$ cat src/rtl/txdma_pkg.sv
package txdma_pkg;
  typedef enum logic [2:0] {
    ST_IDLE,
    ST_PEND,
    ST_REQ,
    ST_HOLD,
    ST_DONE
  } req_st_e;
endpackage

$ cat src/rtl/txdma_edge_sync.sv
module txdma_edge_sync #(
  parameter int N = 3
) (
  input  logic         clk_i,
  input  logic         rst_ni,
  input  logic [N-1:0] async_i,
  output logic [N-1:0] lvl_o,
  output logic [N-1:0] rise_o
);
  for (genvar g = 0; g < N; g++) begin : g_ch
    logic s1_q, s2_q, s3_q;
    always_ff @(posedge clk_i or negedge rst_ni) begin
      if (!rst_ni) begin
        s1_q <= 1'b0;
        s2_q <= 1'b0;
        s3_q <= 1'b0;
      end else begin
        s1_q <= async_i[g];
        s2_q <= s1_q;
        s3_q <= s2_q;
      end
    end
    assign lvl_o[g]  = s2_q;
    assign rise_o[g] = s2_q & ~s3_q;

    assert_pulse_single_R3: assert property (@(posedge clk_i) disable iff (!rst_ni)
      rise_o[g] |=> !rise_o[g]);
  end
endmodule

$ cat src/rtl/txdma_byte_cnt.sv
module txdma_byte_cnt #(
  parameter int LEN_W      = 8,
  parameter int FIFO_DEPTH = 32
) (
  input  logic             clk_i,
  input  logic             rst_ni,
  input  logic             load_i,
  input  logic [LEN_W-1:0] len_i,
  input  logic             inc_i,
  output logic             remain_o,
  output logic             fin_o,
  output logic             early_o,
  output logic             bound_o
);
  localparam int PTR_W = $clog2(FIFO_DEPTH);
  localparam int CW    = LEN_W + 1;

  logic [LEN_W-1:0] cnt_q, len_q;
  logic [CW-1:0]    nxt, len_x;

  assign len_x    = {1'b0, len_q};
  assign nxt      = {1'b0, cnt_q} + CW'(1);
  assign remain_o = cnt_q < len_q;
  assign fin_o    = nxt == len_x;
  // write index nxt is the second-to-last (or last) byte
  assign early_o  = (nxt + CW'(1)) >= len_x;
  assign bound_o  = nxt[PTR_W-1:0] == {PTR_W{1'b1}};

  always_ff @(posedge clk_i or negedge rst_ni) begin
    if (!rst_ni) begin
      cnt_q <= '0;
      len_q <= '0;
    end else if (load_i) begin
      cnt_q <= '0;
      len_q <= len_i;
    end else if (inc_i && remain_o) begin
      cnt_q <= nxt[LEN_W-1:0];
    end
  end

  assert_cnt_bound_R8: assert property (@(posedge clk_i) disable iff (!rst_ni)
    cnt_q <= len_q);
  assert_cnt_mono_R8: assert property (@(posedge clk_i) disable iff (!rst_ni)
    !$past(load_i) |-> cnt_q >= $past(cnt_q));
endmodule

$ cat src/rtl/txdma_req_fsm.sv
module txdma_req_fsm
  import txdma_pkg::*;
(
  input  logic clk_i,
  input  logic rst_ni,
  input  logic start_i,
  input  logic len_zero_i,
  input  logic raise_ok_i,
  input  logic we_i,
  input  logic fin_i,
  input  logic early_i,
  input  logic bound_i,
  input  logic reraise_i,
  output logic dreq_o,
  output logic active_o,
  output logic done_o
);
  req_st_e st_q, st_d;

  always_comb begin
    st_d = st_q;
    if (start_i) begin
      st_d = len_zero_i ? ST_DONE : ST_PEND;
    end else begin
      unique case (st_q)
        ST_PEND: if (raise_ok_i) st_d = ST_REQ;
        ST_REQ: begin
          if (we_i) begin
            if (fin_i)                 st_d = ST_DONE;
            else if (early_i || bound_i) st_d = ST_HOLD;
          end
        end
        ST_HOLD: begin
          // hold implies bytes remain unless this write finishes the block
          if (we_i && fin_i)  st_d = ST_DONE;
          else if (reraise_i) st_d = ST_REQ;
        end
        default: st_d = st_q;
      endcase
    end
  end

  always_ff @(posedge clk_i or negedge rst_ni) begin
    if (!rst_ni) st_q <= ST_IDLE;
    else         st_q <= st_d;
  end

  assign dreq_o   = st_q == ST_REQ;
  assign active_o = (st_q == ST_REQ) || (st_q == ST_HOLD);
  assign done_o   = st_q == ST_DONE;

  assert_hold_entry_R6: assert property (@(posedge clk_i) disable iff (!rst_ni)
    (st_q == ST_HOLD && $past(st_q) != ST_HOLD) |-> $past(we_i));
endmodule

$ cat src/rtl/txdma_req_seq.sv
module txdma_req_seq #(
  parameter int LEN_W      = 8,
  parameter int FIFO_DEPTH = 32
) (
  input  logic             clk_i,
  input  logic             rst_ni,
  input  logic             start_i,
  input  logic [LEN_W-1:0] len_i,
  input  logic             fifo_room_i,
  input  logic             dack_i,
  input  logic             cs_i,
  input  logic             addr_hit_i,
  input  logic             wr_i,
  output logic             dreq_o,
  output logic             fifo_we_o,
  output logic             done_o
);
  localparam int NCH    = 3;
  localparam int CH_WR  = 0;
  localparam int CH_ACK = 1;
  localparam int CH_SEL = 2;

  logic [NCH-1:0] async_in, lvl, rise;
  logic remain, fin, early, bound, active;
  logic wr_acc, we, reraise;

  assign async_in = {cs_i & addr_hit_i, dack_i, wr_i};

  txdma_edge_sync #(.N(NCH)) u_sync (
    .clk_i  (clk_i),
    .rst_ni (rst_ni),
    .async_i(async_in),
    .lvl_o  (lvl),
    .rise_o (rise)
  );

  // acknowledge overrides select/address decode
  assign wr_acc  = rise[CH_WR] & (lvl[CH_ACK] | lvl[CH_SEL]);
  assign we      = wr_acc & active & remain;
  assign reraise = rise[CH_ACK] | rise[CH_SEL];

  txdma_byte_cnt #(.LEN_W(LEN_W), .FIFO_DEPTH(FIFO_DEPTH)) u_cnt (
    .clk_i   (clk_i),
    .rst_ni  (rst_ni),
    .load_i  (start_i),
    .len_i   (len_i),
    .inc_i   (we),
    .remain_o(remain),
    .fin_o   (fin),
    .early_o (early),
    .bound_o (bound)
  );

  txdma_req_fsm u_fsm (
    .clk_i     (clk_i),
    .rst_ni    (rst_ni),
    .start_i   (start_i),
    .len_zero_i(len_i == '0),
    .raise_ok_i(fifo_room_i & ~lvl[CH_WR]),
    .we_i      (we),
    .fin_i     (fin),
    .early_i   (early),
    .bound_i   (bound),
    .reraise_i (reraise),
    .dreq_o    (dreq_o),
    .active_o  (active),
    .done_o    (done_o)
  );

  assign fifo_we_o = we;

  assert_drop_cause_R5: assert property (@(posedge clk_i) disable iff (!rst_ni)
    $fell(dreq_o) |-> ($past(fifo_we_o) || $past(start_i)));
  assert_rise_cause_R7: assert property (@(posedge clk_i) disable iff (!rst_ni)
    $rose(dreq_o) |-> ($past(reraise) || $past(fifo_room_i)));
  assert_done_cause_R8: assert property (@(posedge clk_i) disable iff (!rst_ni)
    $rose(done_o) |-> ($past(fifo_we_o) || $past(start_i)));
  assert_we_single_R3: assert property (@(posedge clk_i) disable iff (!rst_ni)
    fifo_we_o |=> !fifo_we_o);
endmodule

$ cat config.mk
export PLATFORM = sky130hd
export DESIGN_NAME = txdma_req_seq
export DESIGN_NICKNAME = d
export VERILOG_FILES = /design/src/rtl/txdma_pkg.sv /design/src/rtl/txdma_edge_sync.sv /design/src/rtl/txdma_byte_cnt.sv /design/src/rtl/txdma_req_fsm.sv /design/src/rtl/txdma_req_seq.sv
export SDC_FILE = /design/constraint.sdc
export NUM_CORES = 1
export LEC_CHECK = 0
export ABC_AREA = 1
export BUFFER_PORTS_ARGS = -buffer_cell sky130_fd_sc_hd__buf_2
export CAP_MARGIN = 20
export CORE_ASPECT_RATIO = 0.75
export CORE_MARGIN = 2
export CORE_UTILIZATION = 25
export DETAILED_ROUTE_END_ITERATION = 16
export SLEW_MARGIN = 5
export SYNTH_ARGS = -nofsm -noshare
export SYNTH_HDL_FRONTEND = slang
export SYNTH_HIERARCHICAL = 1
export SYNTH_SLANG_ARGS = --single-unit
$ cat constraint.sdc
create_clock -name clk_i -period 7.5 [get_ports clk_i]
set_input_delay 0.375 -clock clk_i [delete_from_list [all_inputs] [get_ports clk_i]]
set_output_delay 0.375 -clock clk_i [all_outputs]
set_load 0.1 [all_outputs]
==> metrics.log, run 1 <==
INFO  metric cpMaxStageDelayCell = dfrtp_1
INFO  metric grt_setup_unrepaired = false
INFO  metric worst_hold_path_type = input port to async pin
INFO  metric cp_num_buf_inv = 2
INFO  metric netlist.top_cell.by_area = dfrtp_1
INFO  metric postSynthCellCount = 315
INFO  metric crit_path_category = flip-flop to flip-flop
INFO  metric ys_async_sr_fraction = 100%
INFO  metric maximum_clock_rate = 0.329 GHz
INFO  metric top_cell_type_s_share_of_synthesized_area = 32.6%
INFO  metric first_global_vias = 1839
INFO  metric report.final.slew_viol_count = 0
INFO  metric insertion_delay = 260 ps
INFO  metric relSlewSlack = 56.1%
INFO  metric global_route.overflow_total = 0
INFO  metric synthesis.area_per_instance = 6.83 µm²
INFO  metric dieWidth = 111 µm
INFO  metric design.portCount = 19
INFO  metric critPathLaunch = u_cnt/cnt_q[1]
INFO  metric dp.final_hpwl = 3.82 mm
INFO  metric timing.critical_path.slowest_cell_delay = 480 ps
INFO  metric number_of_iterations_in_the_first_detailed_routing_pass = 4
INFO  metric quantity_of_i_o_buffers_inserted_on_ports = 18
INFO  metric status = complete, no violations
INFO  metric clock_tree_from_tritoncts = yes
INFO  metric worstPathCellList = ha_1 > nand2_2 > nor2_2 > inv_1 > nand2_2 > inv_1 > ha_1 > ha_1 > nand2_1 > nor2_1 > nand2_1 > nand3_1 > nand2_1 > nand2_1 > nand2_1 > nand3_1 > o21ai_0 > nand3_2 > nand3_2 > nand2_1 > nand2_1
INFO  metric reg2reg_from = u_cnt/cnt_q[1]
INFO  metric proportion_of_synthesized_chip_area_in_sequential_cells = 32.6%
INFO  metric syn_to_final_growth = 13.3%
INFO  metric clock-sinks = 28
INFO  metric clkTransAtPathRegs = 70 ps
INFO  metric finish.net_count = 365
INFO  metric route.vias.total = 1910
INFO  metric grt_first_pass_wirelength = 8.58 mm
INFO  metric floorplan.die_area = 9370 µm²
INFO  metric core_area = 8420 µm²
INFO  metric drv_cap = 0
INFO  metric netlist_area = 2150 µm²
INFO  metric largest_vdd_supply_drop = 0.0941 mV
INFO  metric dr.first_iter.drc_count = 80
INFO  metric post-synth-top-count-cell = nand2_1
INFO  metric detail_route.wl_per_cell = 11.1 µm
INFO  metric worst_pin_slew = 658 ps
INFO  metric yosysWarnings = 6
INFO  metric data_arrival_time_of_the_worst_path = 3200 ps
INFO  metric setup-violations-final = 0
INFO  metric synth.distinct_cells = 29
INFO  metric synth_top_cells_by_count = 95 x nand2_1, 43 x inv_1, 42 x nor2_1, 28 x dfrtp_1, 22 x nand3_1
INFO  metric timing.final.hold_violations = 0
INFO  metric drt.antenna.violating_nets = 0
INFO  metric finalCritPeriodShare = 40.6%
INFO  metric final_core_utilization = 29.0%
INFO  metric worstSetupPathDepth = 21
INFO  metric worstPathRequired = 7660 ps
INFO  metric number_of_synthesized_flops_with_an_enable_pin = 0
INFO  metric synth_area_leaders = dfrtp_1 33%, nand2_1 17%, ha_1 10%
INFO  metric pwr_dens = 226 nW/µm²
INFO  metric ys_dominant_reg_cell = dfrtp_1
INFO  metric vias_cell = 4.36
INFO  metric cts_setup_buffers = 0
INFO  metric rows = 29
INFO  metric start_kind = flip-flop
INFO  metric gp_routability_congestion = 0.870
INFO  metric reg2regPathDepth = 21
INFO  metric start_util = 25.6%
INFO  metric power_leakage = 1.32 nW
INFO  metric ratio_of_cells_with_drive_above_1_in_the_final_layout = 13.0%
INFO  metric fin_skew = 4.00 ps
INFO  metric grt_antenna_before_repair = 0
INFO  metric diodes = 0
INFO  metric worstPathMaxFanout = 6
INFO  metric ys_seq_elements = 28
INFO  metric timing.setup.tns = 0 ps
INFO  metric critPathTopFamily = simple AND/OR/NAND/NOR gates
INFO  metric post_cts_hold_buffer_count = 0
INFO  metric syn_nets = 349
INFO  metric drt_wl_total = 4.87 mm
INFO  metric setup.worst_path.end_class = flip-flop
INFO  metric globalRouteTotalUtil = 11.1%
INFO  metric period_minus_slack = 3040 ps
INFO  metric worst_path_most_repeated_cell = nand2_1
INFO  metric drc = 0
INFO  metric cts_root_buffer = clkbuf_16
INFO  metric htree_levels = 1
INFO  metric post_cts_resized = 0
INFO  metric chipHeight = 84.4 µm
INFO  metric cts-buffers-inserted = 3
INFO  metric clock_path_buffers = 2
INFO  metric grt_start_max_net_pins = 30
[layer usage]
| metal | up-vias | GRT usage, % | wire [µm] |
|---|---|---|---|
| met3 | 8 | 2.24 | 170 |
| met5 | - | 0 | 0 |
| met1 | 860 | 15.3 | 2600 |
| met2 | 30 | 17.5 | 2010 |
| met4 | 0 | 3.82 | 89 |
| li1 | 1012 | - | - |
[final cells by class]
type                       count  area, µm²
multi-input combinational    236       1240
clock buffer                   3       75.1
fill                         912       5980
sequential                    28        701
clock inverter                 1       30.0
tap                          108        135
timing repair buffer          18       90.1
inverter                      44        165
[worst paths after layout]
path	endpoint	slack (ps)
setup reg to reg	u_fsm/st_q[2]	4460
max in group asynchronous	u_sync/g_ch[0].s1_q	6940
min in group clk_i	u_sync/g_ch[0].s1_q	220
setup / recovery	u_fsm/st_q[2]	4460
hold / removal	u_cnt/cnt_q[0]	140
hold reg to reg	u_sync/g_ch[2].s2_q	350
[worst reg2reg max path, delay by kind of cell (launching register included)]
| family | cells | cell delay (ps) |
|---|---|---|
| AOI/OAI and AO/OA | 1 | 90 |
| adders and majority gates | 3 | 830 |
| buffers and inverters | 2 | 140 |
| DFF | 1 | 480 |
| and+or+nand+nor | 15 | 1410 |
[logic make-up after synthesis]
kind of cell / after synthesis / synth area share (%)
fa+ha+maj: 18 / 10.5
xor+xnor: 5 / 2.03
compound gates: 25 / 6.57
buf+inv: 51 / 9.77
simple gates: 188 / 38.6
flops: 28 / 32.6
[flip-flops by register name (all words and copies together), names as in the netlist]
| register | count |
|---|---|
| u_cnt/cnt_q | 8 |
| u_sync/g_ch.s1_q | 3 |
| u_cnt/len_q | 8 |
| u_fsm/st_q | 3 |
| u_sync/g_ch.s3_q | 3 |
| u_sync/g_ch.s2_q | 3 |
[stage by stage]
step                hold WS [ps]  cell area [µm²]  std cells  worst slack [ps]  total power, mW
floorplan                   79.4             2150        315              4030            0.354
global placement             333             2330        434              4520            0.390
detailed placement           339             2330        434              4490            0.393
CTS                          165             2440        438              4480            0.557
global route                 183             2440        438              4120            0.593
finish                       140             2440        438              4460            0.550
[where the power goes]
| group | switching (mW) | internal [mW] | total, mW |
|---|---|---|---|
| registers | 0.0261 | 0.168 | 0.194 |
| logic | 0.136 | 0.0615 | 0.197 |
| clock network | 0.0522 | 0.106 | 0.158 |
| total | 0.214 | 0.336 | 0.550 |
[cell usage in the layout (no fill, tap or decap), types with 3 or more instances in the layout]
cell       Yosys  routed
nand3_1       22      22
o21ai_0       11      11
dfrtp_1       28      28
a21oi_1        7       7
ha_1          18      18
nand2_1       95      95
nand2_2        5       5
clkbuf_16      0       3
buf_2          0      18
nor2_2         8       8
o21bai_1       3       3
nor2_1        42      42
nand3_2        4       4
nand4_1        5       5
xor2_1         5       5
inv_1         43      43
No activity file was read; power rests on OpenSTA's default activity.
==> run 2, diff against run 1 <==
- clock period: 7.5 -> 3.1 ns (I/O delays scaled with it)
==> run 2 against run 1 <==
  * Clock-buffer cell count stayed put
  * Final cell count is 1.8% higher
  * Power is 150% higher
  * Worst hold slack worse by 61 ps
  * Highest routed layer unchanged
==> metrics.log, run 2 (synthesis results as in run 1) <==
INFO  metric status = complete, no violations
INFO  metric post-route-worst-setup-slack = 313 ps (-4140 ps)
INFO  metric worstPathRequired = 3270 ps (-4390 ps)
INFO  metric reg2regPathDepth = 21 (unchanged)
INFO  metric dp.final_hpwl = 3.84 mm (+0.65%)
INFO  metric timing.setup.tns = 0 ps (unchanged)
INFO  metric quantity_of_i_o_buffers_inserted_on_ports = 18 (unchanged)
INFO  metric power.share.clock = 28.6% (-0.2 points)
INFO  metric clock-sinks = 28 (unchanged)
INFO  metric htree_levels = 1 (unchanged)
INFO  metric pwr_dens = 541 nW/µm² (+140%)
INFO  metric reg2reg_setup_slack = 310 ps (-4140 ps)
INFO  metric fin_skew = 4.59 ps (+0.588 ps)
INFO  metric diodes = 0 (unchanged)
INFO  metric clock_path_buffers = 2 (unchanged)
INFO  metric largest_vdd_supply_drop = 0.209 mV (+120%)
INFO  metric floorplan.die_area = 9370 µm² (unchanged)
INFO  metric data_arrival_time_of_the_worst_path = 2950 ps (-250 ps)
INFO  metric rows = 29 (unchanged)
INFO  metric number_of_iterations_in_the_first_detailed_routing_pass = 4 (unchanged)
INFO  metric detailedPlace.worstSlack = 161 ps (-4330 ps)
INFO  metric period_minus_slack = 2790 ps (-255 ps)
INFO  metric clock_tree_from_tritoncts = yes
INFO  metric setup.worst_path.end_class = flip-flop
INFO  metric globalRouteTotalUtil = 11.5% (+0.40 points)
INFO  metric finish.net_count = 373 (+2.2%)
INFO  metric relSlewSlack = 56.1% (about the same)
INFO  metric combPwrFrac = 37.2% (+1.3 points)
INFO  metric reg2reg_from = u_cnt/cnt_q[0]
INFO  metric route.vias.total = 1961 (+2.7%)
INFO  metric grt_antenna_before_repair = 0 (unchanged)
INFO  metric first_global_vias = 1882 (+2.3%)
INFO  metric finalCritPeriodShare = 89.9% (+49 points)
INFO  metric hp-start = addr_hit_i
INFO  metric total_switching_power = 0.531 mW (+150%)
INFO  metric fillers = 893 (-2.1%)
INFO  metric drt.antenna.violating_nets = 0 (unchanged)
INFO  metric clkTransAtPathRegs = 70 ps (about the same)
INFO  metric grt_setup_unrepaired = false
INFO  metric p_int = 0.835 mW (+150%)
INFO  metric maximum_clock_rate = 0.359 GHz (+9.2%)
INFO  metric final_design_area_no_fill = 2520 µm² (+3.5%)
INFO  metric sequential_share_of_power = 34.3% (-1.0 points)
INFO  metric final_cell_mix = 95 x nand2_1, 43 x inv_1, 39 x nor2_1, 26 x dfrtp_1, 22 x nand3_1
INFO  metric start_kind = flip-flop
INFO  metric worstPathMaxFanout = 6 (unchanged)
INFO  metric report.final.slew_viol_count = 0 (unchanged)
INFO  metric core_area = 8420 µm² (unchanged)
INFO  metric worst_hold_path.num_cells = 3
INFO  metric p_total = 1.37 mW (+150%)
INFO  metric insertion_delay = 270 ps (about the same)
INFO  metric worst_pin_slew = 658 ps (+0.457 ps)
INFO  metric timing.final.hold_violations = 0 (unchanged)
INFO  metric reg.largest.list = u_cnt/cnt_q x8, u_cnt/len_q x8
INFO  metric final_core_utilization = 30.0% (+1.0 points)
INFO  metric drc = 0 (unchanged)
INFO  metric vias_cell = 4.40 (+0.83%)
INFO  metric syn_to_final_growth = 17.3%
INFO  metric worst_hold_path_type = input port to flip-flop
INFO  metric place_area = 2350 µm² (+0.75%)
INFO  metric global_route.overflow_total = 0 (unchanged)
INFO  metric worstReg2RegEnd = u_fsm/st_q[2]
INFO  metric gp_routability_congestion = 0.859 (-1.2%)
INFO  metric chipHeight = 84.4 µm (unchanged)
INFO  metric crit_path_category = flip-flop to flip-flop
INFO  metric drt_wl_total = 4.91 mm (+0.78%)
INFO  metric final_common_cell = nand2_1
INFO  metric detail_route.wl_per_cell = 11.0 µm (-1.0%)
INFO  metric setup-violations-final = 0 (unchanged)
INFO  metric drv_cap = 0 (unchanged)
INFO  metric cts_root_buffer = clkbuf_16
INFO  metric grt_first_pass_wirelength = 8.99 mm (+4.7%)
INFO  metric start_util = 25.6% (unchanged)
INFO  metric power_leakage = 1.36 nW (+2.6%)
INFO  metric dieWidth = 111 µm (unchanged)
INFO  metric dr.first_iter.drc_count = 153 (+91%)
INFO  metric power.share.switching = 38.9% (-0.054 points)
INFO  metric design.portCount = 19 (unchanged)
INFO  metric cts-buffers-inserted = 3 (unchanged)
INFO  metric grt_start_max_net_pins = 30 (unchanged)
INFO  metric holdPathEnd = u_sync/g_ch[2].s1_q
INFO  metric ratio_of_cells_with_drive_above_1_in_the_final_layout = 16.0% (+2.9 points)
[run 2: critical path, stage by stage (launching register included)]
cell and delay, ps:
dfrtp_2 410, ha_1 190, nand2_2 100, nor2_2 160
inv_1 80, nand2_4 110, inv_1 50, ha_1 290
ha_1 300, nand2_1 100, o21bai_1 110, nand3_1 80
nand2_1 60, nand2_1 50, nand2_1 60, nand3_1 80
o21ai_2 120, nand3_2 120, inv_1 70, nor2_1 40
nand2_1 50, nand2_1 40
[run 2: worst max-delay path by stage]
| stage | startpoint | end | cells past startpoint | slack (ps) |
|---|---|---|---|---|
| 2_1_floorplan | u_cnt/cnt_q[7] | u_fsm/st_q[2] | 12 | 230 |
| 3_3_place_gp | u_cnt/cnt_q[0] | u_fsm/st_q[2] | 21 | 270 |
| 3_5_place_dp | u_cnt/cnt_q[1] | u_fsm/st_q[2] | 22 | 160 |
| 4_1_cts | u_cnt/cnt_q[1] | u_fsm/st_q[2] | 22 | 140 |
| 5_1_grt | u_cnt/cnt_q[1] | u_fsm/st_q[0] | 22 | 10 |
| 6_report | u_cnt/cnt_q[0] | u_fsm/st_q[2] | 21 | 310 |
[run 2: final cells by class]
| type | count | area [µm²] | share of cell area (%) |
|---|---|---|---|
| clock inverters | 1 | 30.0 | 1.19 |
| repair buffers | 26 | 158 | 6.25 |
| multi-input cells | 236 | 1260 | 49.8 |
| flip-flops and latches | 28 | 703 | 27.9 |
| clock buffers | 3 | 75.1 | 2.97 |
| well taps | 108 | 135 | 5.35 |
| inverters | 44 | 165 | 6.54 |
[run 2: power by group through the flow]
stage | clock network, mW | registers [mW] | logic [mW]
6_report | 0.390 | 0.468 | 0.508
5_1_grt | 0.416 | 0.476 | 0.581
4_1_cts | 0.402 | 0.469 | 0.489
3_5_place_dp | 0 | 0.474 | 0.485
3_3_place_gp | 0 | 0.473 | 0.481
2_1_floorplan | 0 | 0.449 | 0.407
[run 2: what timing repair did]
| item | CTS | global route |
|---|---|---|
| setup buffers | 0 | 3 |
| setup endpoints to repair | 0 | 3 |
| hold endpoints to repair | 30 | 0 |
| hold buffers | 3 | 0 |
| gates resized for setup | 0 | 7 |
[run 2: routing by layer]
metal  global-route usage (%)  vias up  share of wire, %
li1                         -     1032                 -
met1                     16.6      887                54
met2                     17.5       36                41
met3                     2.09        6               3.6
met4                     3.70        0               1.6
met5                        0        -                 0
[run 2: metrics by stage]
stage | hold WS (ps) | cells
after floorplan | -141 | 315
after global placement | 219 | 436
after detailed placement | 233 | 436
after CTS | 80.5 | 443
after global routing | 88.0 | 446
final | 78.8 | 446
==> run 3, diff against run 2 <==
- ABC_AREA: 1 -> unset
- clock period: 3.1 -> 2.96 ns (I/O delays scaled with it)
==> run 3 against run 2 <==
  * Sequential share of layout area decreased by 3.1 points
  * Die area decreased by 2.0%
  * Critical path type unchanged
  * Global-route usage increased by 1.4 points
  * Worst setup slack got worse by 550 ps
  * The flow now finishes with violations (setup timing)
  * Clock-buffer cell count unchanged
  * First-iteration DRC count decreased by 39%
  * Area after synthesis decreased by 2.1%
  * Non-clock buffer count increased by 36
==> metrics.log, run 3 <==
INFO  metric netlist.top_cell.by_area = dfrtp_1
INFO  metric design.portCount = 19 (unchanged)
INFO  metric grt_setup_unrepaired = true
INFO  metric number_of_synthesized_flops_with_an_enable_pin = 0 (unchanged)
INFO  metric quantity_of_i_o_buffers_inserted_on_ports = 18 (unchanged)
INFO  metric drt_wl_total = 5.46 mm (+11%)
INFO  metric timing.setup.tns = -591 ps (-591 ps)
INFO  metric floorplan.die_area = 9190 µm² (-2.0%)
INFO  metric worst_hold_path_type = input port to flip-flop
INFO  metric ys_dominant_reg_cell = dfrtp_1
INFO  metric pwr_dens = 299 nW/µm² (-45%)
INFO  metric hp-start = cs_i
INFO  metric post-synth-top-count-cell = dfrtp_1
INFO  metric drc = 0 (unchanged)
INFO  metric critPathLaunch = u_cnt/cnt_q[0]
INFO  metric worst_pin_slew = 620 ps (-37.9 ps)
INFO  metric dr.first_iter.drc_count = 94 (-39%)
INFO  metric yosysWarnings = 6 (unchanged)
INFO  metric power_leakage = 1.20 nW (-12%)
INFO  metric core_area = 8020 µm² (-4.7%)
INFO  metric ys_async_sr_fraction = 100% (unchanged)
INFO  metric cts-buffers-inserted = 3 (unchanged)
INFO  metric globalRouteTotalUtil = 12.9% (+1.4 points)
INFO  metric synth_area_leaders = dfrtp_1 33%, ha_1 11%, xnor2_1 5.4%
INFO  metric setup.worst_path.end_class = flip-flop
INFO  metric total_switching_power = 0.263 mW (-51%)
INFO  metric p_int = 0.585 mW (-30%)
INFO  metric data_arrival_time_of_the_worst_path = 3380 ps (+430 ps)
INFO  metric grt_start_max_net_pins = 29 (-3.3%)
INFO  metric clock_path_buffers = 2 (unchanged)
INFO  metric report.final.slew_viol_count = 0 (unchanged)
INFO  metric post-route-worst-setup-slack = -234 ps (-547 ps)
INFO  metric relSlewSlack = 58.6% (+2.5 points)
INFO  metric crit_path_end = u_fsm/st_q[2]
INFO  metric clkTransAtPathRegs = 90 ps (+20 ps)
INFO  metric route.vias.total = 1843 (-6.0%)
INFO  metric dieWidth = 110 µm (-1.0%)
INFO  metric worstReg2RegEnd = u_fsm/st_q[2]
INFO  metric crit_path_category = flip-flop to flip-flop
INFO  metric synthesis.area_per_instance = 8.93 µm² (+31%)
INFO  metric clock_tree_from_tritoncts = yes
INFO  metric status = complete, but fails checks
INFO  metric p_total = 0.848 mW (-38%)
INFO  metric worstPathMaxFanout = 6 (unchanged)
INFO  metric cts_root_buffer = clkbuf_8
INFO  metric start_util = 26.3% (+0.70 points)
INFO  metric vias_cell = 4.73 (+7.5%)
INFO  metric final_cell_mix = 37 x buf_4, 27 x dfrtp_1, 18 x buf_2, 18 x nand2_1, 17 x a21oi_1
INFO  metric htree_levels = 1 (unchanged)
INFO  metric syn_to_final_growth = 34.4%
INFO  metric power.share.switching = 31.0% (-7.9 points)
INFO  metric syn_nets = 270 (-23%)
INFO  metric netlist_area = 2110 µm² (-2.1%)
INFO  metric grt_antenna_before_repair = 0 (unchanged)
INFO  metric maximum_clock_rate = 0.313 GHz (-13%)
INFO  metric final_common_cell = buf_4
INFO  metric rows = 28 (-3.4%)
INFO  metric chipHeight = 83.5 µm (-1.0%)
INFO  metric diodes = 0 (unchanged)
INFO  metric reg2reg_setup_slack = -230 ps (-550 ps)
INFO  metric drt.antenna.violating_nets = 0 (unchanged)
INFO  metric finish.net_count = 321 (-14%)
INFO  metric reg.largest.list = u_cnt/cnt_q x8, u_cnt/len_q x8
INFO  metric dp.final_hpwl = 4.08 mm (+6.2%)
INFO  metric period_minus_slack = 3190 ps (+407 ps)
INFO  metric power.share.clock = 24.3% (-4.3 points)
INFO  metric worstPathRequired = 3140 ps (-130 ps)
INFO  metric fin_skew = 4.95 ps (+0.359 ps)
INFO  metric synth.distinct_cells = 49 (+69%)
INFO  metric global_route.overflow_total = 0 (unchanged)
INFO  metric ratio_of_cells_with_drive_above_1_in_the_final_layout = 34.4% (+18 points)
INFO  metric detail_route.wl_per_cell = 14.0 µm (+27%)
INFO  metric first_global_vias = 1906 (+1.3%)
INFO  metric ys_seq_elements = 28 (unchanged)
INFO  metric gp_routability_congestion = 0.903 (+5.1%)
INFO  metric proportion_of_synthesized_chip_area_in_sequential_cells = 33.3% (+0.70 points)
INFO  metric start_kind = flip-flop
INFO  metric sequential_share_of_power = 50.2% (+16 points)
INFO  metric top_cell_type_s_share_of_synthesized_area = 33.3% (+0.70 points)
INFO  metric postSynthCellCount = 236 (-25%)
INFO  metric clock-sinks = 28 (unchanged)
INFO  metric finalCritPeriodShare = 108% (+18 points)
INFO  metric largest_vdd_supply_drop = 0.143 mV (-32%)
INFO  metric combPwrFrac = 25.4% (-12 points)
INFO  metric insertion_delay = 270 ps (about the same)
INFO  metric fin_hold_ws = 81.0 ps (+2.16 ps)
INFO  metric synth_top_cells_by_count = 28 x dfrtp_1, 19 x nand2_1, 18 x a21oi_1, 18 x ha_1
INFO  metric reg2regPathDepth = 15 (-29%)
INFO  metric setup-violations-final = 3 (+3)
INFO  metric drv_cap = 0 (unchanged)
INFO  metric number_of_iterations_in_the_first_detailed_routing_pass = 4 (unchanged)
INFO  metric failed_checks = setup timing
INFO  metric timing.final.hold_violations = 0 (unchanged)
INFO  metric grt_first_pass_wirelength = 9.45 mm (+5.2%)
INFO  metric reg2reg_from = u_cnt/cnt_q[0]
run 3: changes by cell type after synthesis, sizes merged, moves of 7 or more:
cell	delta
nand2	-82
nor2	-39
inv	-28
nand3	-20
xnor2	+13
a21oi	+11
nor2b	+8
or4	+8
buf	+7
nand2b	+7
run 3: critical path, stage by stage (launching register included):
cell and delay, ps:
dfrtp_2 450, ha_4 190, or3_4 370, o21ai_2 90, and2_4 180, ha_4 200, ha_4 270, nand3_2 70
o31ai_2 200, a31oi_1 100, o21ai_1 80, nor2_1 60, o31a_1 310, buf_4 150, o21a_1 170, o32ai_2 230
run 3: worst min path at each step:
stage / end / depth (start not counted) / slack (ps)
floorplan: u_cnt/cnt_q[0] / 0 / -150
global placement: u_cnt/len_q[4] / 1 / 210
detailed placement: u_cnt/len_q[5] / 1 / 200
CTS: u_sync/g_ch[2].s1_q / 2 / 70
global route: u_sync/g_ch[2].s1_q / 2 / 70
finish: u_sync/g_ch[2].s1_q / 2 / 80
run 3: cell families (layout without fill, tap and decap cells):
kind of cell / count (synthesis) / count (layout) / share of synthesized area, %
simple gates: 80 / 80 / 21.7
compound gates: 60 / 60 / 19.0
buf+inv: 31 / 80 / 7.13
flops: 28 / 28 / 33.3
fa+ha+maj: 18 / 18 / 10.7
xor+xnor: 15 / 15 / 6.24
mux: 4 / 4 / 2.02
run 3: area by class of cell:
type                       count  area [µm²]
timing repair buffer          62         443
tap                          105         131
clock buffer                   3        41.3
inverter                      15        58.8
multi-input combinational    177        1460
fill                         817        5190
sequential                    28         702
run 3: through the flow:
step           area (µm²)  worst slack [ps]  util, %  instances
2_1_floorplan        2120              -150        -        236
3_3_place_gp         2480              -236     30.9        374
3_5_place_dp         2480              -276     30.9        374
4_1_cts              2710              -199     33.8        388
5_1_grt              2830              -369     35.3        390
6_report             2830              -234     35.3        390
run 3: routing by layer:
layer	share of wire, %	vias to the layer above	track usage, %
met4	0	0	2.19
met3	3.7	0	2.65
met1	52	882	19.7
met2	44	28	18.9
li1	-	933	-
met5	0	-	0
run 3: power by group through the flow:
stage | clock, mW | sequential [mW] | combinational (mW)
after floorplan | 0 | 0.428 | 0.132
after global placement | 0 | 0.431 | 0.186
after detailed placement | 0 | 0.432 | 0.189
after CTS | 0.219 | 0.425 | 0.208
after global routing | 0.231 | 0.430 | 0.238
final | 0.206 | 0.426 | 0.215
run 3: timing repair:
action,4_1_cts,5_1_grt
setup buffers,8,2
pin swaps,11,15
endpoints found under the setup margin,3,4
hold endpoints to repair,30,0
gates resized for setup,17,19
hold buffers,3,0
